[config.mk]
export PLATFORM = sky130hd
export DESIGN_NAME = serr_report
export DESIGN_NICKNAME = d
export VERILOG_FILES = /design/src/rtl/serr_pkg.sv /design/src/rtl/serr_ctrl.sv /design/src/rtl/serr_dpath.sv /design/src/rtl/serr_report.sv
export SDC_FILE = /design/constraint.sdc
export NUM_CORES = 1
export LEC_CHECK = 0
export ABC_CLOCK_PERIOD_IN_PS = 1600
export BUFFER_PORTS_ARGS = -buffer_cell sky130_fd_sc_hd__buf_2
export CORE_MARGIN = 4
export CORE_UTILIZATION = 42
export CTS_CLUSTER_DIAMETER = 60
export DETAILED_ROUTE_END_ITERATION = 8
export PLACE_DENSITY = 0.84
export SYNTH_ARGS = -nofsm -noshare
export SYNTH_HDL_FRONTEND = slang
export SYNTH_SLANG_ARGS = --single-unit
[constraint.sdc]
create_clock -name clk -period 1.6 [get_ports clk]
set_input_delay 0.24 -clock clk [delete_from_list [all_inputs] [get_ports clk]]
set_output_delay 0.24 -clock clk [all_outputs]
set_load 0.005 [all_outputs]
[src/rtl/serr_pkg.sv]
package serr_pkg;
  localparam int NUM_CAUSE = 5;
  localparam int TMR_BITS  = 4;

  // cause positions inside errEvt and the mask register
  localparam int C_PERR   = 4;
  localparam int C_PDISC  = 3;
  localparam int C_SDISC  = 2;

  typedef enum logic [1:0] {
    RD_NONE = 2'd0,
    RD_MASK = 2'd1,
    RD_STAT = 2'd2,
    RD_TMR  = 2'd3
  } rdSel_e;

  typedef struct packed {
    logic                maskWr;
    logic                sysSet;
    logic                sysClr;
    logic [TMR_BITS-1:0] tmrSet;
    logic [TMR_BITS-1:0] tmrClr;
    logic                serrFire;
    logic                discardFire;
    rdSel_e              rdSel;
  } serrStrobe_t;
endpackage

[src/rtl/serr_ctrl.sv]
module serr_ctrl
  import serr_pkg::*;
#(
  parameter int          ADDR_W    = 8,
  parameter int          DATA_W    = 8,
  parameter logic [7:0]  MASK_OFS  = 8'h5C,
  parameter logic [7:0]  STAT_OFS  = 8'h07,
  parameter logic [7:0]  TMR_OFS   = 8'h5E,
  parameter int          SYS_BIT   = 6
) (
  input  logic [NUM_CAUSE-1:0] errEvt,
  input  logic                 cmdSerrEn,
  input  logic                 bctlSerrEn,
  input  logic                 regWr,
  input  logic [ADDR_W-1:0]    regAddr,
  input  logic [DATA_W-1:0]    regWrData,
  input  logic [DATA_W-1:0]    maskQ,
  output serrStrobe_t          strb
);
  logic [NUM_CAUSE-1:0] qual;
  logic hitMask, hitStat, hitTmr;

  assign hitMask = (regAddr == ADDR_W'(MASK_OFS));
  assign hitStat = (regAddr == ADDR_W'(STAT_OFS));
  assign hitTmr  = (regAddr == ADDR_W'(TMR_OFS));

  // per-cause qualification: the parity cause needs only the command enable
  for (genvar i = 0; i < NUM_CAUSE; i++) begin : g_qual
    if (i == C_PERR) begin : g_par
      assign qual[i] = errEvt[i] & ~maskQ[i] & cmdSerrEn;
    end else begin : g_tmr
      assign qual[i] = errEvt[i] & ~maskQ[i] & cmdSerrEn & bctlSerrEn;
    end
  end

  always_comb begin
    strb             = '0;
    strb.maskWr      = regWr & hitMask;
    strb.sysClr      = regWr & hitStat & regWrData[SYS_BIT];
    strb.tmrClr      = (regWr & hitTmr) ? regWrData[TMR_BITS-1:0] : '0;
    strb.sysSet      = |qual;
    strb.serrFire    = |qual;
    strb.tmrSet      = errEvt[TMR_BITS-1:0];
    strb.discardFire = errEvt[C_PDISC] | errEvt[C_SDISC] |
                       (errEvt[C_PERR] & ~maskQ[C_PERR]);
    if (hitMask)      strb.rdSel = RD_MASK;
    else if (hitStat) strb.rdSel = RD_STAT;
    else if (hitTmr)  strb.rdSel = RD_TMR;
    else              strb.rdSel = RD_NONE;
  end
endmodule

[src/rtl/serr_dpath.sv]
module serr_dpath
  import serr_pkg::*;
#(
  parameter int DATA_W  = 8,
  parameter int SYS_BIT = 6
) (
  input  logic              clk,
  input  logic              rstN,
  input  serrStrobe_t       strb,
  input  logic [DATA_W-1:0] regWrData,
  output logic [DATA_W-1:0] maskQ,
  output logic [DATA_W-1:0] regRdData,
  output logic              serrN,
  output logic              discardDly
);
  localparam logic [DATA_W-1:0] WR_MASK = DATA_W'((1 << NUM_CAUSE) - 1);

  logic                sysStatQ;
  logic [TMR_BITS-1:0] tmrStatQ;
  logic                serrQ;

  always_ff @(posedge clk or negedge rstN) begin
    if (!rstN) begin
      maskQ      <= '0;
      sysStatQ   <= 1'b0;
      tmrStatQ   <= '0;
      serrQ      <= 1'b0;
      discardDly <= 1'b0;
    end else begin
      if (strb.maskWr) maskQ <= regWrData & WR_MASK;
      sysStatQ   <= strb.sysSet | (sysStatQ & ~strb.sysClr);
      serrQ      <= strb.serrFire;
      discardDly <= strb.discardFire;
    end
  end

  for (genvar k = 0; k < TMR_BITS; k++) begin : g_tmr
    always_ff @(posedge clk or negedge rstN) begin
      if (!rstN) tmrStatQ[k] <= 1'b0;
      else       tmrStatQ[k] <= strb.tmrSet[k] | (tmrStatQ[k] & ~strb.tmrClr[k]);
    end
  end

  assign serrN = ~serrQ;

  always_comb begin
    regRdData = '0;
    unique case (strb.rdSel)
      RD_MASK: regRdData = maskQ;
      RD_STAT: regRdData[SYS_BIT] = sysStatQ;
      RD_TMR:  regRdData[TMR_BITS-1:0] = tmrStatQ;
      default: regRdData = '0;
    endcase
  end
endmodule

[src/rtl/serr_report.sv]
module serr_report
  import serr_pkg::*;
#(
  parameter int         ADDR_W   = 8,
  parameter int         DATA_W   = 8,
  parameter logic [7:0] MASK_OFS = 8'h5C,
  parameter logic [7:0] STAT_OFS = 8'h07,
  parameter logic [7:0] TMR_OFS  = 8'h5E,
  parameter int         SYS_BIT  = 6
) (
  input  logic                 clk,
  input  logic                 rstN,
  input  logic [NUM_CAUSE-1:0] errEvt,
  input  logic                 cmdSerrEn,
  input  logic                 bctlSerrEn,
  input  logic                 regWr,
  input  logic [ADDR_W-1:0]    regAddr,
  input  logic [DATA_W-1:0]    regWrData,
  output logic [DATA_W-1:0]    regRdData,
  output logic                 serrN,
  output logic                 discardDly
);
  serrStrobe_t       strb;
  logic [DATA_W-1:0] maskQ;

  serr_ctrl #(
    .ADDR_W(ADDR_W), .DATA_W(DATA_W), .MASK_OFS(MASK_OFS),
    .STAT_OFS(STAT_OFS), .TMR_OFS(TMR_OFS), .SYS_BIT(SYS_BIT)
  ) u_ctrl (
    .errEvt(errEvt), .cmdSerrEn(cmdSerrEn), .bctlSerrEn(bctlSerrEn),
    .regWr(regWr), .regAddr(regAddr), .regWrData(regWrData),
    .maskQ(maskQ), .strb(strb)
  );

  serr_dpath #(.DATA_W(DATA_W), .SYS_BIT(SYS_BIT)) u_dp (
    .clk(clk), .rstN(rstN), .strb(strb), .regWrData(regWrData),
    .maskQ(maskQ), .regRdData(regRdData), .serrN(serrN),
    .discardDly(discardDly)
  );
endmodule

==> impl_metrics.toml, run 1 <==
[global_routing]
grt_pass1_wl_um = 2570
grt_use_total_pct = 16.9
grt_antenna_before_repair = 0
grt.overflow.total = 0
grt_pass1_vias = 572
grt_start_max_net_pins = 13

[synthesis]
synth_cells = 56
synth.area.top_cells = "dfrtp_1 46%, mux2_2 6.8%, a22o_1 5.3%, a21o_1 4.6%, nand4_1 3.8%"
yosysWarnings = 0
yosysTopAreaCellShare_pct = 45.5
yosysTopAreaCell = "dfrtp_1"
yosysSeqAreaShare_pct = 45.5
synthesis.area_um2 = 659
ys_seq_elements = 12
yosysUniqueCellTypes = 26
avgSynthCellArea_um2 = 11.8

[clock_tree]
clkTransAtPathRegs_ps = 60
clock-sinks = 12
root_buffer = "clkbuf_4"
worstSkewPairLatency_ps = 260
clockBufferDepth = 2
ctsResizeCount = 0
cts_tree = "yes"
cts_buffers = 3
h-tree-depth = 1

[setup_path]
r2r_start = "u_dp.maskQ[2]$_DFFE_PN0P_"
end_kind = "output pin"
cp-start-kind = "primary input"
crit_top_cell = "buf_2"
worst_ep_required_time_ps = 1360
worst_ep_arrival_time_ps = 1240
r2r_setup_slack_ps = 230
critical-path-max-stage-delay_ps = 360
critPathKind = "in -> out"
crit_family = "simple AND/OR/NAND/NOR gates"
path_max_fanout = 5
path_buf_inv = 2
r2r_end = "u_dp.serrQ$_DFF_PN0_"
r2r_cells = 3
worstPathCellList = "buf_2, and4b_1, and3b_2, a22o_1, buf_2"
slowest_stage = "and4b_1"

[timing]
hold_ws_ps = 170
setup_viol = 0
skew_ps = 3.57
maxSlewHeadroom_pct = 60.0
slew_viol_final = 0
tns_ps = 0
hold_violations = 0
period_needed_ps = 1480
fmax_mhz = 675
min_period_over_period_pct = 92.7
tightest_slew_ps = 585
rsz0062_at_grt = "no"

[min_path]
hold_path_startpoint = "errEvt[0]"
hold_path.class = "in -> reg"
holdPathStages = 2
min_to = "u_dp.tmrStatQ[0]$_DFF_PN0_"

[final_layout]
design_area_um2 = 860
diodes = 0
synthToLayoutAreaGrowth_pct = 30.4
final_nets = 119
drive_gt1_share_pct = 50.5
fin_util_pct = 57.7

[route]
ant_nets = 0
viasPerCell = 5.54
drc = 0
drt-initial-drc-count = 9
dr_wl_met3_um = 100
wl_met1_um = 643
vias = 593
wl_met2_um = 822
top_layer_used = "met3"
postRouteWirelength_um = 1570
wire_per_inst_um = 14.6
drt_pass1_iterations = 4

[die]
fp.dieArea_um2 = 2270
die_w_um = 47.6
pin_count = 36
rows = 14
start_util_pct = 44.3
core_um2 = 1490
die_h_um = 47.6

[pwr]
worst_ir_drop_vdd_uv = 453
power_leakage_nw = 0.467
power.density_nw_per_um2 = 666

[placed_design]
place.gp.congestion = 0.789
place_area_um2 = 827
port_buffers = 31

[run]
drv_cap = 0

[outcome]
outcome = "complete, no violations"
## repair_timing
item	4_1_cts	5_1_grt
hold buffers	1	0
endpoints found under the setup margin	0	0
buffers inserted	0	0
hold endpoints to repair	12	0
## state kept, by name (all words and copies together), names as in the netlist
signal,count
u_dp.sysStatQ,1
u_dp.serrQ,1
u_dp.maskQ,5
u_dp.discardDly,1
u_dp.tmrStatQ,4
## final cells by class
cell class | count | area, µm²
Timing Repair Buffer | 34 | 180
Clock buffer | 3 | 22.5
Sequential cell | 12 | 300
Inverter | 3 | 11.3
Multi-Input combinational cell | 39 | 325
Fill cell | 143 | 629
Tap cell | 16 | 20.0
## worst reg2reg max path, delay by kind of cell, from the launching register on
family | cells | cell delay, ps
flops | 1 | 380
compound gates | 2 | 780
simple gates | 1 | 60
## synth_stat cells, drive strengths merged
cell type / instances
conb: 1
and2: 2
nand2: 2
buf: 3
and3b: 1
a41o: 1
inv: 3
nor4b: 1
nor2b: 4
nor3b: 1
mux2: 5
nand4: 4
and4b: 1
a21o: 4
and3: 1
a2111oi: 1
a22o: 4
nand4b: 1
or3: 1
and4bb: 1
o21ai: 1
o211ai: 1
dfrtp: 12
## stage by stage
| step | total power [mW] | std cells | worst slack, ps |
|---|---|---|---|
| floorplan | 0.353 | 57 | 390 |
| global placement | 0.396 | 103 | 161 |
| detailed placement | 0.401 | 103 | 130 |
| CTS | 0.581 | 107 | 114 |
| global route | 0.607 | 107 | 27.4 |
| finish | 0.573 | 107 | 117 |
## cells in the final DEF, fill, tap and decap left out
master / count
buf_4: 2
and4b_1: 1
dlygate4sd3_1: 1
o21ai_0: 1
and4bb_2: 1
a21o_1: 4
dfrtp_1: 12
a41o_1: 1
buf_2: 31
and2_2: 1
nand4_1: 4
clkbuf_4: 3
o211ai_1: 1
and2_1: 1
a2111oi_0: 1
a22o_1: 4
and3_1: 1
nor3b_2: 1
conb_1: 2
nand2_1: 2
mux2_2: 4
and3b_2: 1
inv_1: 3
nor2b_1: 4
nand4b_4: 1
or3_1: 1
nor4b_1: 1
mux2_4: 1
## logic make-up (layout without fill, tap and decap cells)
| kind of cell | count (synthesis) | count (layout) | share of synthesized area, % |
|---|---|---|---|
| and+or+nand+nor | 20 | 20 | 24.5 |
| AOI/OAI and AO/OA | 12 | 12 | 14.6 |
| DFF | 12 | 12 | 45.5 |
| buffers and inverters | 6 | 40 | 5.69 |
| muxes | 5 | 5 | 9.11 |
| other | 1 | 2 | 0.569 |
## metal layers
layer / GRT usage, % / vias up
met4: 4.84 / 0
met3: 6.02 / 0
met5: 0 / -
li1: - / 280
met1: 19.2 / 292
met2: 29.7 / 21
## power by group
part / internal (mW) / switching [mW] / leakage [nW] / total (mW)
logic: 0.0412 / 0.0382 / 0.319 / 0.0794
registers: 0.312 / 0.00520 / 0.134 / 0.318
clock network: 0.0869 / 0.0891 / 0.0138 / 0.176
total: 0.440 / 0.132 / 0.467 / 0.573
## how the worst max path moves through the flow
stage / from / endpoint / slack (ps) / cells past startpoint
final: regAddr[0] / regRdData[0] / 120 / 5
after global routing: u_dp.maskQ[2]$_DFFE_PN0P_ / u_dp.serrQ$_DFF_PN0_ / 30 / 3
after CTS: regAddr[0] / regRdData[0] / 110 / 5
after detailed placement: regAddr[0] / regRdData[1] / 130 / 5
after global placement: regAddr[0] / regRdData[1] / 160 / 5
after floorplan: regAddr[6] / regRdData[0] / 390 / 4
Note: power is estimated with default switching activity, not from simulation.
==> inputs of run 2 (changes only) <==
Settings changed: RECOVER_POWER from default to 50.
==> run 2 against run 1 <==
Against the previous run: utilization shrank 0.34 points; sequential share of layout area grew 0.20 points; final cell count is the same; clock power is essentially flat; critical path depth is the same; total power shrank 0.36%; sequential power is essentially flat; register-to-register slack is essentially flat; first-iteration DRC count is the same.
==> impl_metrics.toml, run 2 (synthesized netlist as in run 1, its figures left out) <==
[route]
drc = 0
wire_per_inst_um = 14.5
viasPerCell = 5.59
postRouteWirelength_um = 1550
drt_pass1_iterations = 4
ant_nets = 0
vias = 598
drt-initial-drc-count = 9

[setup_path]
path_max_fanout = 5
crit_top_cell = "buf_2"
cp-start-kind = "primary input"
critPathKind = "in -> out"
slowest_stage = "and4b_1"
critical-path-max-stage-delay_ps = 360
end_kind = "output pin"
worst_ep_required_time_ps = 1360
worstPathCellList = "buf_2, and4b_1, and3b_2, a22o_1, buf_2"
worst_ep_arrival_time_ps = 1240

[clock_tree]
cts_tree = "yes"
clock-sinks = 12
cts_buffers = 3
worstSkewPairLatency_ps = 260
clkTransAtPathRegs_ps = 60
ctsResizeCount = 0
root_buffer = "clkbuf_4"
clockBufferDepth = 2
h-tree-depth = 1
post-cts-setup-buffers = 0

[pwr]
power.density_nw_per_um2 = 668
swShare_pct = 23.0
pwr-share-seq_pct = 55.6
p_total_uw = 571
power_leakage_nw = 0.460
p_clk_share_pct = 30.7
internal_power_uw = 440
worst_ir_drop_vdd_uv = 453
combPwrFrac_pct = 13.7
power.switching_uw = 131

[die]
core_um2 = 1490
start_util_pct = 44.3
rows = 14
die_w_um = 47.6
die_h_um = 47.6
fp.dieArea_um2 = 2270
pin_count = 36

[timing]
min_period_over_period_pct = 92.4
period_needed_ps = 1480
rsz0062_at_grt = "no"
fmax_mhz = 677
setup_viol = 0
skew_ps = 2.55
slew_viol_final = 0
hold_violations = 0
tns_ps = 0
maxSlewHeadroom_pct = 58.1
tightest_slew_ps = 629

[final_layout]
final_cell_mix = "30 x buf_2, 12 x dfrtp_1"
synthToLayoutAreaGrowth_pct = 29.6
layout_commonest_cell = "buf_2"
diodes = 0
top_register = "u_dp.maskQ"
drive_gt1_share_pct = 48.4
fin_util_pct = 57.4
design_area_um2 = 855
largest_reg_flops = 5
top_regs = "u_dp.maskQ (5), u_dp.tmrStatQ (4)"
final_nets = 119

[outcome]
outcome = "complete, no violations"

[global_routing]
grt.overflow.total = 0
grt_pass1_vias = 572
grt_antenna_before_repair = 0
grt_pass1_wl_um = 2570
grt_use_total_pct = 16.9
grt_start_max_net_pins = 13

[min_path]
hold_path.class = "in -> reg"

[placed_design]
place.gp.congestion = 0.789
place_area_um2 = 827
port_buffers = 31

[run]
drv_cap = 0
-- run 2: cell count changes in the layout (fill, tap and decap cells not counted), sizes merged --
| cell | delta |
|---|---|
| clkbuf | +2 |
| buf | -2 |
-- run 2: cell type report --
class	instances	area, µm²
Inverter	3	11.3
Sequential cell	12	300
Timing Repair Buffer	34	175
Tap cell	16	20.0
Multi-Input combinational cell	39	325
Clock buffer	3	22.5
Fill cell	142	634
-- run 2: worst paths after layout --
check / from / endpoint / slack, ps / cells after the start
hold reg to reg: u_dp.tmrStatQ[1]$_DFF_PN0_ / u_dp.tmrStatQ[1]$_DFF_PN0_ / 480 / 1
max in group asynchronous: rstN / u_dp.maskQ[1]$_DFFE_PN0P_ / 690 / 2
hold / removal: errEvt[0] / u_dp.tmrStatQ[0]$_DFF_PN0_ / 170 / 2
setup reg to reg: u_dp.maskQ[2]$_DFFE_PN0P_ / u_dp.serrQ$_DFF_PN0_ / 230 / 3
min in group asynchronous: rstN / u_dp.maskQ[4]$_DFFE_PN0P_ / 500 / 2
setup / recovery: regAddr[0] / regRdData[0] / 120 / 5
-- run 2: power by group through the flow --
| stage | registers, mW | clock network [mW] | logic, mW |
|---|---|---|---|
| after global routing | 0.318 | 0.200 | 0.0869 |
| final | 0.318 | 0.175 | 0.0782 |
| after global placement | 0.323 | 0 | 0.0731 |
| after detailed placement | 0.323 | 0 | 0.0775 |
| after CTS | 0.317 | 0.184 | 0.0796 |
| after floorplan | 0.322 | 0 | 0.0305 |
-- run 2: critical path, delay by kind of cell --
family / cells / cell delay, ps
and+or+nand+nor: 2 / 640
AOI/OAI and AO/OA: 1 / 150
buffers and inverters: 2 / 210
-- run 2: timing repair --
item                                    in CTS  in global routing
endpoints found under the hold margin       12                  0
hold buffers                                 1                  0
endpoints found under the setup margin       0                  0
-- run 2: per-layer routing --
metal  wire (µm)  up-vias  track usage, %
met2         806       28            29.7
met3         126        3            6.02
met4          15        0            4.84
li1            -      280               -
met1         603      287            19.2
met5           0        -               0
-- run 2: through the flow --
stage | setup slack (ps) | instances | hold slack [ps]
CTS | 114 | 107 | 159
finish | 122 | 107 | 170
detailed placement | 130 | 103 | 131
floorplan | 390 | 57 | -55.6
global route | 27.4 | 107 | 156
global placement | 161 | 103 | 124
